==> config.mk <==
export PLATFORM = sky130hd
export DESIGN_NAME = spi_fe_top
export DESIGN_NICKNAME = d
export VERILOG_FILES = /design/src/rtl/spi_fe_pkg.sv /design/src/rtl/spi_fe_edges.sv /design/src/rtl/spi_fe_rx.sv /design/src/rtl/spi_fe_tx.sv /design/src/rtl/spi_fe_top.sv
export SDC_FILE = /design/constraint.sdc
export NUM_CORES = 1
export LEC_CHECK = 0
export BUFFER_PORTS_ARGS = -buffer_cell sky130_fd_sc_hd__buf_4
export CORE_ASPECT_RATIO = 0.9
export CORE_MARGIN = 1
export CORE_UTILIZATION = 55
export CTS_BUF_LIST = sky130_fd_sc_hd__clkbuf_8
export DETAILED_ROUTE_END_ITERATION = 16
export HOLD_SLACK_MARGIN = 0.1
export PLACE_DENSITY = 0.91
export SETUP_SLACK_MARGIN = 0.05
export SLEW_MARGIN = 30
export SYNTH_ARGS = -nofsm -noshare
export SYNTH_HDL_FRONTEND = slang
export SYNTH_SLANG_ARGS = --single-unit
==> constraint.sdc <==
create_clock -name clk -period 2.56 [get_ports clk]
set_input_delay 0.512 -clock clk [delete_from_list [all_inputs] [get_ports clk]]
set_output_delay 0.512 -clock clk [all_outputs]
set_load 0.05 [all_outputs]
==> src/rtl/spi_fe_pkg.sv <==
package spi_fe_pkg;
    typedef enum logic [1:0] {
        FE_IDLE   = 2'd0,
        FE_LIVE   = 2'd1,
        FE_PAUSED = 2'd2,
        FE_MUTED  = 2'd3
    } fe_state_t;
endpackage

==> src/rtl/spi_fe_edges.sv <==
module spi_fe_edges (
    input  logic clk,
    input  logic rst_n,
    input  logic cs_n,
    input  logic sck,
    input  logic hold_n,
    output logic sck_rise,
    output logic sck_fall,
    output logic cs_fall,
    output logic cs_rise,
    output logic hold_fall,
    output logic hold_rise
);
    logic sck_q, cs_q, hold_q;

    always_ff @(posedge clk or negedge rst_n) begin
        if (!rst_n) begin
            sck_q  <= 1'b0;
            cs_q   <= 1'b1;
            hold_q <= 1'b1;
        end else begin
            sck_q  <= sck;
            cs_q   <= cs_n;
            hold_q <= hold_n;
        end
    end

    always_comb begin
        sck_rise  = sck & ~sck_q;
        sck_fall  = ~sck & sck_q;
        cs_fall   = ~cs_n & cs_q;
        cs_rise   = cs_n & ~cs_q;
        hold_fall = ~hold_n & hold_q;
        hold_rise = hold_n & ~hold_q;
    end
endmodule

==> src/rtl/spi_fe_rx.sv <==
module spi_fe_rx #(
    parameter int WORD_W = 8,
    localparam int CNT_W = (WORD_W > 1) ? $clog2(WORD_W) : 1
) (
    input  logic              clk,
    input  logic              rst_n,
    input  logic              clear,
    input  logic              take,
    input  logic              sdi,
    output logic [WORD_W-1:0] rx_byte,
    output logic              rx_valid,
    output logic [CNT_W-1:0]  bit_cnt,
    output logic              got_bit
);
    localparam logic [CNT_W-1:0] LAST = CNT_W'(WORD_W - 1);
    logic [WORD_W-1:0] sr;

    always_ff @(posedge clk or negedge rst_n) begin
        if (!rst_n) begin
            sr       <= '0;
            rx_byte  <= '0;
            rx_valid <= 1'b0;
            bit_cnt  <= '0;
            got_bit  <= 1'b0;
        end else begin
            rx_valid <= 1'b0;
            if (clear) begin
                bit_cnt <= '0;
                got_bit <= 1'b0;
            end else if (take) begin
                sr      <= {sr[WORD_W-2:0], sdi};
                got_bit <= 1'b1;
                if (bit_cnt == LAST) begin
                    bit_cnt  <= '0;
                    rx_byte  <= {sr[WORD_W-2:0], sdi};
                    rx_valid <= 1'b1;
                end else begin
                    bit_cnt <= bit_cnt + 1'b1;
                end
            end
        end
    end


    rx_pulse_chk: assert property (@(posedge clk) disable iff (!rst_n)
        rx_valid |=> !rx_valid);
endmodule

==> src/rtl/spi_fe_tx.sv <==
module spi_fe_tx #(
    parameter int WORD_W = 8
) (
    input  logic              clk,
    input  logic              rst_n,
    input  logic              load,
    input  logic              shift,
    input  logic [WORD_W-1:0] tx_byte,
    output logic              sdo
);
    logic [WORD_W-1:0] sr;

    always_ff @(posedge clk or negedge rst_n) begin
        if (!rst_n)      sr <= '0;
        else if (load)   sr <= tx_byte;
        else if (shift)  sr <= {sr[WORD_W-2:0], 1'b0};
    end

    assign sdo = sr[WORD_W-1];
endmodule

==> src/rtl/spi_fe_top.sv <==
module spi_fe_top #(
    parameter int WORD_W = 8,
    localparam int CNT_W = (WORD_W > 1) ? $clog2(WORD_W) : 1
) (
    input  logic              clk,
    input  logic              rst_n,
    input  logic              cs_n,
    input  logic              sck,
    input  logic              sdi,
    input  logic              hold_n,
    input  logic              abort,
    input  logic [WORD_W-1:0] tx_byte,
    output logic [WORD_W-1:0] rx_byte,
    output logic              rx_valid,
    output logic              sdo,
    output logic              sdo_oe,
    output logic              sel_start,
    output logic              sel_end,
    output logic              sel_end_aligned
);
    import spi_fe_pkg::*;

    fe_state_t state, state_nx;
    logic sck_rise, sck_fall, cs_fall, cs_rise, hold_fall, hold_rise;
    logic [CNT_W-1:0] bit_cnt;
    logic got_bit, live, take, tx_load, tx_shift;

    spi_fe_edges u_edges (
        .clk(clk), .rst_n(rst_n), .cs_n(cs_n), .sck(sck), .hold_n(hold_n),
        .sck_rise(sck_rise), .sck_fall(sck_fall), .cs_fall(cs_fall),
        .cs_rise(cs_rise), .hold_fall(hold_fall), .hold_rise(hold_rise)
    );

    // State register
    always_ff @(posedge clk or negedge rst_n) begin
        if (!rst_n) state <= FE_IDLE;
        else        state <= state_nx;
    end

    // Next-state logic
    always_comb begin
        state_nx = state;
        if (cs_n) begin
            state_nx = FE_IDLE;
        end else begin
            unique case (state)
                FE_IDLE:   if (cs_fall) state_nx = FE_LIVE;
                FE_LIVE:   if (abort) state_nx = FE_MUTED;
                           else if (hold_fall && !sck) state_nx = FE_PAUSED;
                FE_PAUSED: if (abort) state_nx = FE_MUTED;
                           else if (hold_rise && !sck) state_nx = FE_LIVE;
                FE_MUTED:  state_nx = FE_MUTED;
                default:   state_nx = FE_IDLE;
            endcase
        end
    end

    // Datapath controls
    always_comb begin
        live     = (state == FE_LIVE) && !cs_n;
        take     = live && sck_rise;
        tx_load  = (state == FE_IDLE && cs_fall) ||
                   (live && sck_fall && got_bit && bit_cnt == '0);
        tx_shift = live && sck_fall && got_bit && bit_cnt != '0;
    end

    spi_fe_rx #(.WORD_W(WORD_W)) u_rx (
        .clk(clk), .rst_n(rst_n), .clear(cs_fall), .take(take), .sdi(sdi),
        .rx_byte(rx_byte), .rx_valid(rx_valid), .bit_cnt(bit_cnt), .got_bit(got_bit)
    );

    spi_fe_tx #(.WORD_W(WORD_W)) u_tx (
        .clk(clk), .rst_n(rst_n), .load(tx_load), .shift(tx_shift),
        .tx_byte(tx_byte), .sdo(sdo)
    );

    // Output process
    always_ff @(posedge clk or negedge rst_n) begin
        if (!rst_n) begin
            sel_start       <= 1'b0;
            sel_end         <= 1'b0;
            sel_end_aligned <= 1'b0;
        end else begin
            sel_start <= (state == FE_IDLE) && cs_fall;
            sel_end   <= cs_rise;
            if (cs_rise) sel_end_aligned <= (bit_cnt == '0);
        end
    end

    assign sdo_oe = (state == FE_LIVE);


    desel_quiet_chk: assert property (@(posedge clk) disable iff (!rst_n)
        cs_n |=> !sdo_oe);

    pause_low_chk: assert property (@(posedge clk) disable iff (!rst_n)
        (state != FE_PAUSED) ##1 (state == FE_PAUSED) |-> !$past(sck));

    pause_no_rx_chk: assert property (@(posedge clk) disable iff (!rst_n)
        (state == FE_PAUSED) |=> !rx_valid);

    muted_no_rx_chk: assert property (@(posedge clk) disable iff (!rst_n)
        (state == FE_MUTED && !cs_n) |=> !rx_valid);

    start_pulse_chk: assert property (@(posedge clk) disable iff (!rst_n)
        sel_start |=> !sel_start);

    end_quiet_chk: assert property (@(posedge clk) disable iff (!rst_n)
        sel_end |-> !sdo_oe);
endmodule

Word level (Yosys, flattened, before mapping)
Cells that the tools add are included.
- $add $sub $neg: 1
- equal/unequal tests: 7
- mux-type cells: 17
- bitwise operators: 13
- reductions and logical operators: 20
- operators with widths (kind ; count):
    $mux W8 ; 2
    $mux W2 ; 6
    $logic_and A1 B1 Y1 ; 9
    $mux W3 ; 3
    $pmux W2 S4 ; 1
    $not A1 Y1 ; 7
    $and A1 B1 Y1 ; 6
    $reduce_and A3 Y1 ; 2
    $mux W1 ; 5
    $eq A2 B2 Y1 const B ; 2
    $ne A4 B3 Y1 const B ; 1
    $ne A4 B4 Y1 const B ; 1
    $reduce_bool A2 Y1 ; 2
    $add A3 B1 Y3 const B ; 1
    $eq A3 B3 Y1 const B ; 1
    $logic_not A3 Y1 ; 1
    $ne A3 B3 Y1 const B ; 1
    $reduce_bool A3 Y1 ; 1
    $eq A2 B1 Y1 const B ; 1
    $logic_not A1 Y1 ; 2
    $logic_not A2 Y1 ; 1
    $reduce_and A2 Y1 ; 1
    $logic_or A1 B1 Y1 ; 1
- register bits after elaboration: 36
- bits of input ports: 15
- output and inout bits: 14

Logic depth before layout (Yosys ltp)
Gate-level depths: netlist of run 1.
- depth after elaboration: 7
- depth in mapped cells: 6
- gate-level depth less buffers: 6

By module
A second synthesis of run 1 with hierarchy kept.
- cells, all modules: 122
- area total of the unflattened synthesis: 1627.8 um^2
- modules (own cells, without submodules) (module ; times used ; cells an instance ; area each (um^2) ; seq. area each (um^2)):
    spi_fe_rx ; 1 ; 51 ; 835.8 ; 500.5
    spi_fe_tx ; 1 ; 34 ; 369.1 ; 200.2
    spi_fe_top ; 1 ; 28 ; 307.8 ; 125.1
    spi_fe_edges ; 1 ; 9 ; 115.1 ; 77.6

Worst setup path before layout of run 1
Ideal clock, no wire load.
- path kind: input to register
- start point: input port cs_n
- end point: register u_rx.bit_cnt[0]
- data arrival time: 1639 ps
- slack: 829 ps
- cell stages on the path: 4
- buffers on the path: 1
- path through: or3b_1 > or4_1 > buf_2 > o31ai_2
- longest elaborated chain between the ends: 4
- ends and longest elaborated chain (what ; line ; text):
    start, declared ; spi_fe_top.sv:7 ; input logic cs_n,
    $logic_not A1 Y1 ; spi_fe_top.sv:60 ; live = (state == FE_LIVE) && !cs_n;
    $logic_and A1 B1 Y1 ; spi_fe_top.sv:60 ;
    $logic_and A1 B1 Y1 ; spi_fe_top.sv:61 ; take = live && sck_rise;
    $reduce_bool A2 Y1 (no line) ; - ;
    end signal, assigned ; spi_fe_rx.sv:38 ; bit_cnt <= bit_cnt + 1'b1;
    end, declared ; spi_fe_rx.sv:12 ; output logic [CNT_W-1:0] bit_cnt,
Parallel ways exist; a longest one is shown, timed or not.
A chain may end at the register's enable or synchronous reset.

Worst setup path after layout of run 1
- start point: register u_rx.bit_cnt[0]
- end point: register u_tx.sr[1]
- longest elaborated chain between the ends: 4
- ends and longest elaborated chain (what ; line ; text):
    $logic_not A3 Y1 ; spi_fe_top.sv:63 ; (live && sck_fall && got_bit && bit_cnt == '0);
    $logic_and A1 B1 Y1 ; spi_fe_top.sv:63 ;
    $logic_or A1 B1 Y1 ; spi_fe_top.sv:62 ; tx_load = (state == FE_IDLE && cs_fall) ||
    $mux W8 / $reduce_bool A2 Y1 (equally long branches) ; - ;
    end signal, assigned ; spi_fe_tx.sv:15 ; else if (load) sr <= tx_byte;
    end signal, assigned ; spi_fe_tx.sv:16 ; else if (shift) sr <= {sr[WORD_W-2:0], 1'b0};
    end, declared ; spi_fe_tx.sv:11 ; logic [WORD_W-1:0] sr;
Parallel ways exist; a longest one is shown, timed or not.

==> impl_metrics.yaml, run 1 <==
timing:
  worst_slew_pin_slew_ns: 0.773
  fin_hold_ws_ns: 0.165
  rsz0062_at_grt: "no"
  slew_viol_final: 0
  finalWorstSetupSlack_ns: 0.644
  fmax_mhz: 522
  skew_ns: 0.00349
  finalSetupViolations: 0
  slew-limit-headroom: 0.483
  finalHoldViolCount: 0
  timing.final.crit_share: 0.748
  min_period_ns: 1.92
  tns_ns: 0
run_status:
  violations: "design-rule violations"
  status: "finished with violations"
synthesis:
  synthFlopType: "dfrtp_1"
  syn_area_um2: 1520
  yosys.area.top_type: "dfrtp_1"
  yosysWarnings: 0
  synth_edf_count: 0
  ys_types: 27
  seq_area_frac_synth: 0.593
  yosysMostFrequentCell: "dfrtp_1"
  postSynthAreaPerCell_um2: 11.5
  synth_nets: 150
  synth_seq_cells: 36
  synthTopCellsByCount: "dfrtp_1 (34), nand2_1 (22), a21oi_1 (11)"
  synthArstFlopShare: 1.00
  syn_inst: 132
  yosys.area.top_type_share: 0.559
  synth_area_leaders: "dfrtp_1 (56%), mux2_2 (6.7%), nand2_1 (5.4%), mux2i_1 (4.6%), a21oi_1 (3.6%)"
clock_network:
  clkSinkCount: 36
  cts_buffers: 5
  cts_hold_buffers: 0
  ctsResizeCount: 0
  path_clk_slew_ns: 0.07
  cts_setup_buffers: 0
  cts-root-buf: "clkbuf_8"
  clock_latency_ns: 0.28
  ctsLongestPathBuffers: 2
  htree_levels: 2
  tritoncts: "built"
layout:
  final_nets: 182
  n_antenna_cell: 0
  syn_to_final_growth_pct: 22.2
  fillers: 171
  layout-drive-gt1-share: 0.315
route:
  drtPass1Iterations: 10
  viasPerCell: 5.48
  drc: 3
  wl_per_cell_um: 14.0
  vias: 1058
  ant_nets: 0
  drt_wl_total_um: 2710
  drtIter0Drc: 21
floorplan:
  design.core.area_um2: 2530
  dieArea_um2: 2980
  dieHeight_um: 51.9
  rows: 17
  die_x_um: 57.5
  initial_core_util: 0.602
  num_io_pins: 29
critical_path:
  worstSetupEndpointType: "flop"
  crit_path_start_kind: "flop"
  critPathBufInv: 1
  crit_fanout: 8
  cp_slowest_cell: "nor2_1"
  required_ns: 2.70
  worst-setup-path-type: "flop to flop"
  cp_top_family: "simple AND/OR/NAND/NOR gates"
  crit_arrival_ns: 2.05
  cp_slowest_stage_delay_ns: 0.59
  crit_chain: "inv_1, ha_1, nor2b_1, nor2_1, mux2i_1, a21oi_1"
global_route:
  gr-total-overflow: 0
  grt_usage: 0.221
  grt_max_degree: 37
  first_global_vias: 1015
  grt_pass1_wl_um: 4680
  antenna_found_initial: 0
placed_design:
  port_buffers: 28
  hpwl_um: 1930
  place.gp.congestion: 0.757
  place_ws_ns: 0.563
run:
  maxCapViolCount: 0
hold_path:
  hp-class: "input pin to asynchronous set/reset pin"
pwr:
  peakVddDrop_mv: 0.461
  powerDensity_nw_per_um2: 691
  power.total_mw: 1.28
  leakagePower_nw: 0.938
[area by class of cell]
cell class	count	area, µm²	share of cell area
Clock buffer	5	68.8	0.0370
Clock inverter	3	38.8	0.0208
Tap cell	28	35.0	0.0188
Inverter	6	22.5	0.0121
Timing Repair Buffer	29	218	0.117
Multi-Input combinational cell	86	574	0.309
Sequential cell	36	903	0.486
[stage by stage]
| stage | cell area, µm² | instances | util |
|---|---|---|---|
| 2_1_floorplan | 1520 | 132 | - |
| 3_3_place_gp | 1750 | 185 | 0.693 |
| 3_5_place_dp | 1750 | 185 | 0.693 |
| 4_1_cts | 1860 | 193 | 0.735 |
| 5_1_grt | 1860 | 193 | 0.735 |
| 6_report | 1860 | 193 | 0.735 |
[power breakdown]
group          switching, mW  internal, mW
Clock                  0.187         0.285
Combinational         0.0927        0.0646
Sequential            0.0368         0.619
Total                  0.316         0.969
[sequential cells by signal, indices dropped and copies added (netlist names), 2 cells and up]
register and cells:
u_rx.rx_byte 8, u_tx.sr 8, u_rx.sr 7, u_rx.bit_cnt 3
state 2
[per-layer routing]
| layer | vias to the layer above | track usage | routed length [µm] |
|---|---|---|---|
| li1 | 519 | - | - |
| met1 | 510 | 0.262 | 1210 |
| met2 | 24 | 0.353 | 1320 |
| met3 | 5 | 0.0697 | 129 |
| met4 | 0 | 0.134 | 45 |
| met5 | - | 0 | 0 |
[kinds of logic after synthesis]
kind of cell / Yosys count / synth area share
flip-flops: 36 / 0.593
adder cells (fa/ha/maj): 3 / 0.0247
buffers and inverters: 10 / 0.0296
multiplexers: 16 / 0.113
AO/OA/AOI/OAI: 21 / 0.0904
AND/OR/NAND/NOR: 46 / 0.150
[path summary, 6_finish.rpt]
path / startpoint / endpoint / slack, ns / cells after the start
max in group asynchronous: rst_n / u_edges.hold_q / 2.06 / 1
setup / recovery: u_rx.bit_cnt[0] / u_tx.sr[1] / 0.64 / 6
min in group clk: hold_n / u_edges.hold_q / 0.35 / 1
hold / removal: rst_n / u_rx.rx_byte[4] / 0.16 / 1
hold reg to reg: u_rx.sr[1] / u_rx.sr[2] / 0.50 / 2
setup reg to reg: u_rx.bit_cnt[0] / u_tx.sr[1] / 0.64 / 6
[layout by cell type, fill, tap and decap left out, types with 3 or more instances in the layout]
| cell type | count |
|---|---|
| a21oi_1 | 11 |
| buf_4 | 29 |
| clkbuf_8 | 5 |
| dfrtp_1 | 34 |
| ha_1 | 3 |
| inv_1 | 7 |
| mux2_2 | 9 |
| mux2i_1 | 7 |
| nand2_1 | 22 |
| nor2_1 | 10 |
| nor2b_1 | 3 |
| o21ai_0 | 3 |
No activity file was read; power rests on OpenSTA's default activity.
==> run 2: changes to the inputs <==
clock period = 1.9 ns   (was 2.56 ns; I/O delays follow)
==> impl_metrics.yaml, run 2 (same netlist as run 1, synthesis figures left out) <==
critical_path:
  crit_path_start_kind: "flop"
  crit_arrival_ns: 1.91
  crit_top_cell: "nand2_1"
  cp_top_family: "simple AND/OR/NAND/NOR gates"
  timing.rr.start: "state[1]"
  worstSetupEndpointType: "flop"
  crit_chain: "or3b_1, or4_1, nand2_1, nand2_1"
  cp_slowest_cell: "or4_1"
  required_ns: 2.08
  cp_slowest_stage_delay_ns: 0.58
  critPathBufInv: 0
  worstSetupStartpoint: "state[1]"
  crit_fanout: 8
  worst-setup-path-type: "flop to flop"
layout:
  layout-drive-gt1-share: 0.335
  top_regs: "u_rx.rx_byte (8), u_tx.sr (8), u_rx.sr (7)"
  syn_to_final_growth_pct: 24.0
  final_nets: 187
  final_common_cell: "dfrtp_1"
  n_antenna_cell: 0
  final_cells: 198
  layout_common_cells: "dfrtp_1 (34), buf_4 (33), nand2_1 (22)"
timing:
  min_period_ns: 1.73
  skew_ns: 0.00498
  slew-limit-headroom: 0.717
  finalWorstSetupSlack_ns: 0.172
  worst_slew_pin_slew_ns: 0.425
  finalSetupViolations: 0
  fin_hold_ws_ns: 0.207
  slew_viol_final: 0
  timing.final.crit_share: 0.910
  finalHoldViolCount: 0
  tns_ns: 0
  rsz0062_at_grt: "no"
  fmax_mhz: 579
clock_network:
  cts_buffers: 5
  ctsLongestPathBuffers: 2
  path_clk_slew_ns: 0.07
  cts_setup_buffers: 0
  tritoncts: "built"
  clock_latency_ns: 0.30
  cts-root-buf: "clkbuf_8"
  htree_levels: 2
  clkSinkCount: 36
pwr:
  peakVddDrop_mv: 0.586
  swShare: 0.276
  leakagePower_nw: 0.951
  clkPwrFrac: 0.323
  power_frac_seq: 0.535
  pwr-share-comb: 0.143
  p_sw_mw: 0.452
  intPower_mw: 1.19
  powerDensity_nw_per_um2: 868
placed_design:
  place_ws_ns: 0.0513
  numPlacedInstances: 189
  port_buffers: 28
  place.gp.congestion: 0.819
hold_path:
  hp-class: "input pin to flop"
  worstHoldStart: "hold_n"
floorplan:
  die_x_um: 57.5
  dieHeight_um: 51.9
  rows: 17
  initial_core_util: 0.602
  dieArea_um2: 2980
  design.core.area_um2: 2530
  num_io_pins: 29
global_route:
  first_global_vias: 1048
  antenna_found_initial: 0
  grt_max_degree: 37
  met3_usage: 0.0821
  grt_usage: 0.220
  grt_use_met2: 0.360
  use_met1: 0.255
  gr-total-overflow: 0
  busiest_layer: "met2"
  grt_pass1_wl_um: 4640
route:
  drt_wl_total_um: 2810
  drtPass1Iterations: 10
  vias: 1100
  ant_nets: 0
  viasPerCell: 5.56
  wl_per_cell_um: 14.2
  drtIter0Drc: 31
  drc: 2
run:
  maxCapViolCount: 0
run_status:
  violations: "design-rule violations"
  status: "finished with violations"
-- run 2: cell types whose count changed in the layout (fill, tap and decap cells not counted), sizes merged --
cell	change
bufinv	-1
clkinv	+2
buf	+4
dlygate4sd3	+1
inv	-1
-- run 2: power by group through the flow --
stage / clock, mW / combinational [mW] / sequential (mW)
after floorplan: 0 / 0.108 / 0.915
after global placement: 0 / 0.220 / 0.885
after detailed placement: 0 / 0.231 / 0.890
after CTS: 0.543 / 0.234 / 0.876
after global routing: 0.572 / 0.260 / 0.884
final: 0.528 / 0.234 / 0.876
-- run 2: through the flow --
step	power, mW	area (µm²)	utilization
floorplan	1.02	1520	-
global placement	1.10	1780	0.704
detailed placement	1.12	1780	0.704
CTS	1.65	1880	0.743
global route	1.72	1890	0.746
finish	1.64	1890	0.746
-- run 2: worst reg2reg max path, stage by stage (launching register included) --
cell	delay, ns
dfrtp_1	0.39
or3b_1	0.44
or4_1	0.58
nand2_1	0.14
nand2_1	0.07
-- run 2: cell type report --
| cell class | count | area, µm² |
|---|---|---|
| Clock buffer | 5 | 68.8 |
| Clock inverter | 3 | 18.8 |
| Fill cell | 165 | 643 |
| Inverter | 6 | 22.5 |
| Multi-Input combinational cell | 86 | 582 |
| Sequential cell | 36 | 903 |
| Tap cell | 28 | 35.0 |
| Timing Repair Buffer | 34 | 258 |
-- run 2: per-layer routing --
layer | part of all wire | routed length, µm
met5 | 0 | 0
met4 | 0.025 | 70
met3 | 0.052 | 146
met2 | 0.49 | 1380
met1 | 0.43 | 1220
-- run 2: repair_timing --
item,CTS,global route
setup endpoints to repair,0,3
endpoints found under the hold margin,34,0
gates resized for setup,0,1
hold buffers,1,0
-- run 2: final timing paths --
path | to | slack [ns] | cells after the start
max | u_rx.sr[1] | 0.17 | 4
min | u_edges.hold_q | 0.21 | 1
max reg2reg | u_rx.sr[1] | 0.17 | 4
min reg2reg | u_rx.sr[2] | 0.49 | 2
max in group asynchronous | u_edges.cs_q | 1.00 | 2
min in group asynchronous | u_rx.rx_byte[4] | 0.57 | 2
==> run 3: changes to the inputs <==
CORE_UTILIZATION = 46   (was 55)
PLACE_DENSITY = 0.8   (was 0.91)
==> impl_metrics.yaml, run 3 (same netlist as run 1, synthesis figures left out) <==
run_status:
  status: "completed"
global_route:
  gr-total-overflow: 0
  antenna_found_initial: 0
  grt_usage: 0.179
  grt_max_degree: 37
  first_global_vias: 1085
  grt_pass1_wl_um: 4730
timing:
  tns_ns: 0
  slew_viol_final: 0
  worst_slew_pin_slew_ns: 0.585
  min_period_ns: 1.71
  rsz0062_at_grt: "no"
  finalHoldViolCount: 0
  slew-limit-headroom: 0.610
  skew_ns: 0.00611
  timing.final.crit_share: 0.900
  finalSetupViolations: 0
  fmax_mhz: 585
critical_path:
  crit_fanout: 8
  crit_path_start_kind: "flop"
  crit_chain: "or3b_1, or4_1, nand2_1, nand2_1"
  required_ns: 2.08
  cp_slowest_cell: "or4_1"
  crit_arrival_ns: 1.89
  cp_top_family: "simple AND/OR/NAND/NOR gates"
  critPathBufInv: 0
  worst-setup-path-type: "flop to flop"
  worstSetupEndpointType: "flop"
  cp_slowest_stage_delay_ns: 0.59
  crit_top_cell: "nand2_1"
floorplan:
  initial_core_util: 0.489
  design.core.area_um2: 3110
  dieHeight_um: 56.6
  dieArea_um2: 3540
  die_x_um: 62.6
  num_io_pins: 29
  rows: 19
clock_network:
  tritoncts: "built"
  cts-root-buf: "clkbuf_8"
  clock_latency_ns: 0.29
  ctsLongestPathBuffers: 2
  clkSinkCount: 36
  cts_buffers: 5
  htree_levels: 2
  path_clk_slew_ns: 0.07
route:
  ant_nets: 0
  viasPerCell: 5.14
  drtIter0Drc: 56
  drt_wl_total_um: 2760
  vias: 1079
  wl_per_cell_um: 13.1
  drc: 0
  drtPass1Iterations: 4
layout:
  n_antenna_cell: 0
  final_nets: 186
  layout-drive-gt1-share: 0.327
  top_regs: "u_rx.rx_byte (8), u_tx.sr (8), u_rx.sr (7)"
  fillers: 266
  layout_common_cells: "dfrtp_1 (34), buf_4 (32), nand2_1 (22)"
  final_common_cell: "dfrtp_1"
  syn_to_final_growth_pct: 23.7
  fin_area_um2: 1880
  final_cells: 210
pwr:
  leakagePower_nw: 0.943
  powerDensity_nw_per_um2: 853
  power.total_mw: 1.61
  peakVddDrop_mv: 0.373
placed_design:
  dpl_cell_area_um2: 1790
  numPlacedInstances: 202
  port_buffers: 28
  place.gp.congestion: 0.744
  hpwl_um: 1970
run:
  maxCapViolCount: 0
hold_path:
  hp-class: "input pin to flop"
run 3: worst paths after layout:
| kind | startpoint | end | slack, ns | cells past startpoint |
|---|---|---|---|---|
| max | state[1] | u_rx.sr[4] | 0.19 | 4 |
| min reg2reg | u_rx.sr[5] | u_rx.sr[6] | 0.49 | 2 |
| min | hold_n | u_edges.hold_q | 0.21 | 1 |
| min in group asynchronous | rst_n | u_rx.rx_byte[0] | 0.57 | 2 |
| max in group asynchronous | rst_n | u_edges.cs_q | 0.99 | 2 |
| max reg2reg | state[1] | u_rx.sr[4] | 0.19 | 4 |
run 3: cell type report:
| type | count | area [µm²] | share of cell area |
|---|---|---|---|
| clock inverters | 2 | 8.76 | 0.00465 |
| multi-input cells | 86 | 577 | 0.306 |
| flip-flops and latches | 36 | 903 | 0.480 |
| well taps | 42 | 52.6 | 0.0279 |
| repair buffers | 33 | 250 | 0.133 |
| inverters | 6 | 22.5 | 0.0120 |
| clock buffers | 5 | 68.8 | 0.0365 |
run 3: stage by stage:
step                hold WS (ns)  setup WS (ns)  utilization
finish                     0.208          0.189        0.605
global route               0.198         0.0779        0.605
CTS                        0.198          0.170        0.605
detailed placement         0.357         0.0150        0.576
global placement           0.351         0.0253        0.576
floorplan                 0.0844          0.212            -
run 3: metal layers:
layer,share of wire,vias to the layer above,GRT usage
met5,0,-,0
met4,0.030,0,0.140
met3,0.045,9,0.0407
met2,0.48,31,0.281
met1,0.44,516,0.214
li1,-,523,-
run 3: power by group:
group	switching, mW	internal [mW]
clock	0.256	0.243
sequential	0.0430	0.835
combinational	0.134	0.0944
run 3: what timing repair did:
action / CTS / global route
buffers inserted: 0 / 0
hold buffers: 1 / 0
setup endpoints to repair: 7 / 0
resized for setup: 1 / 0
endpoints found under the hold margin: 34 / 0
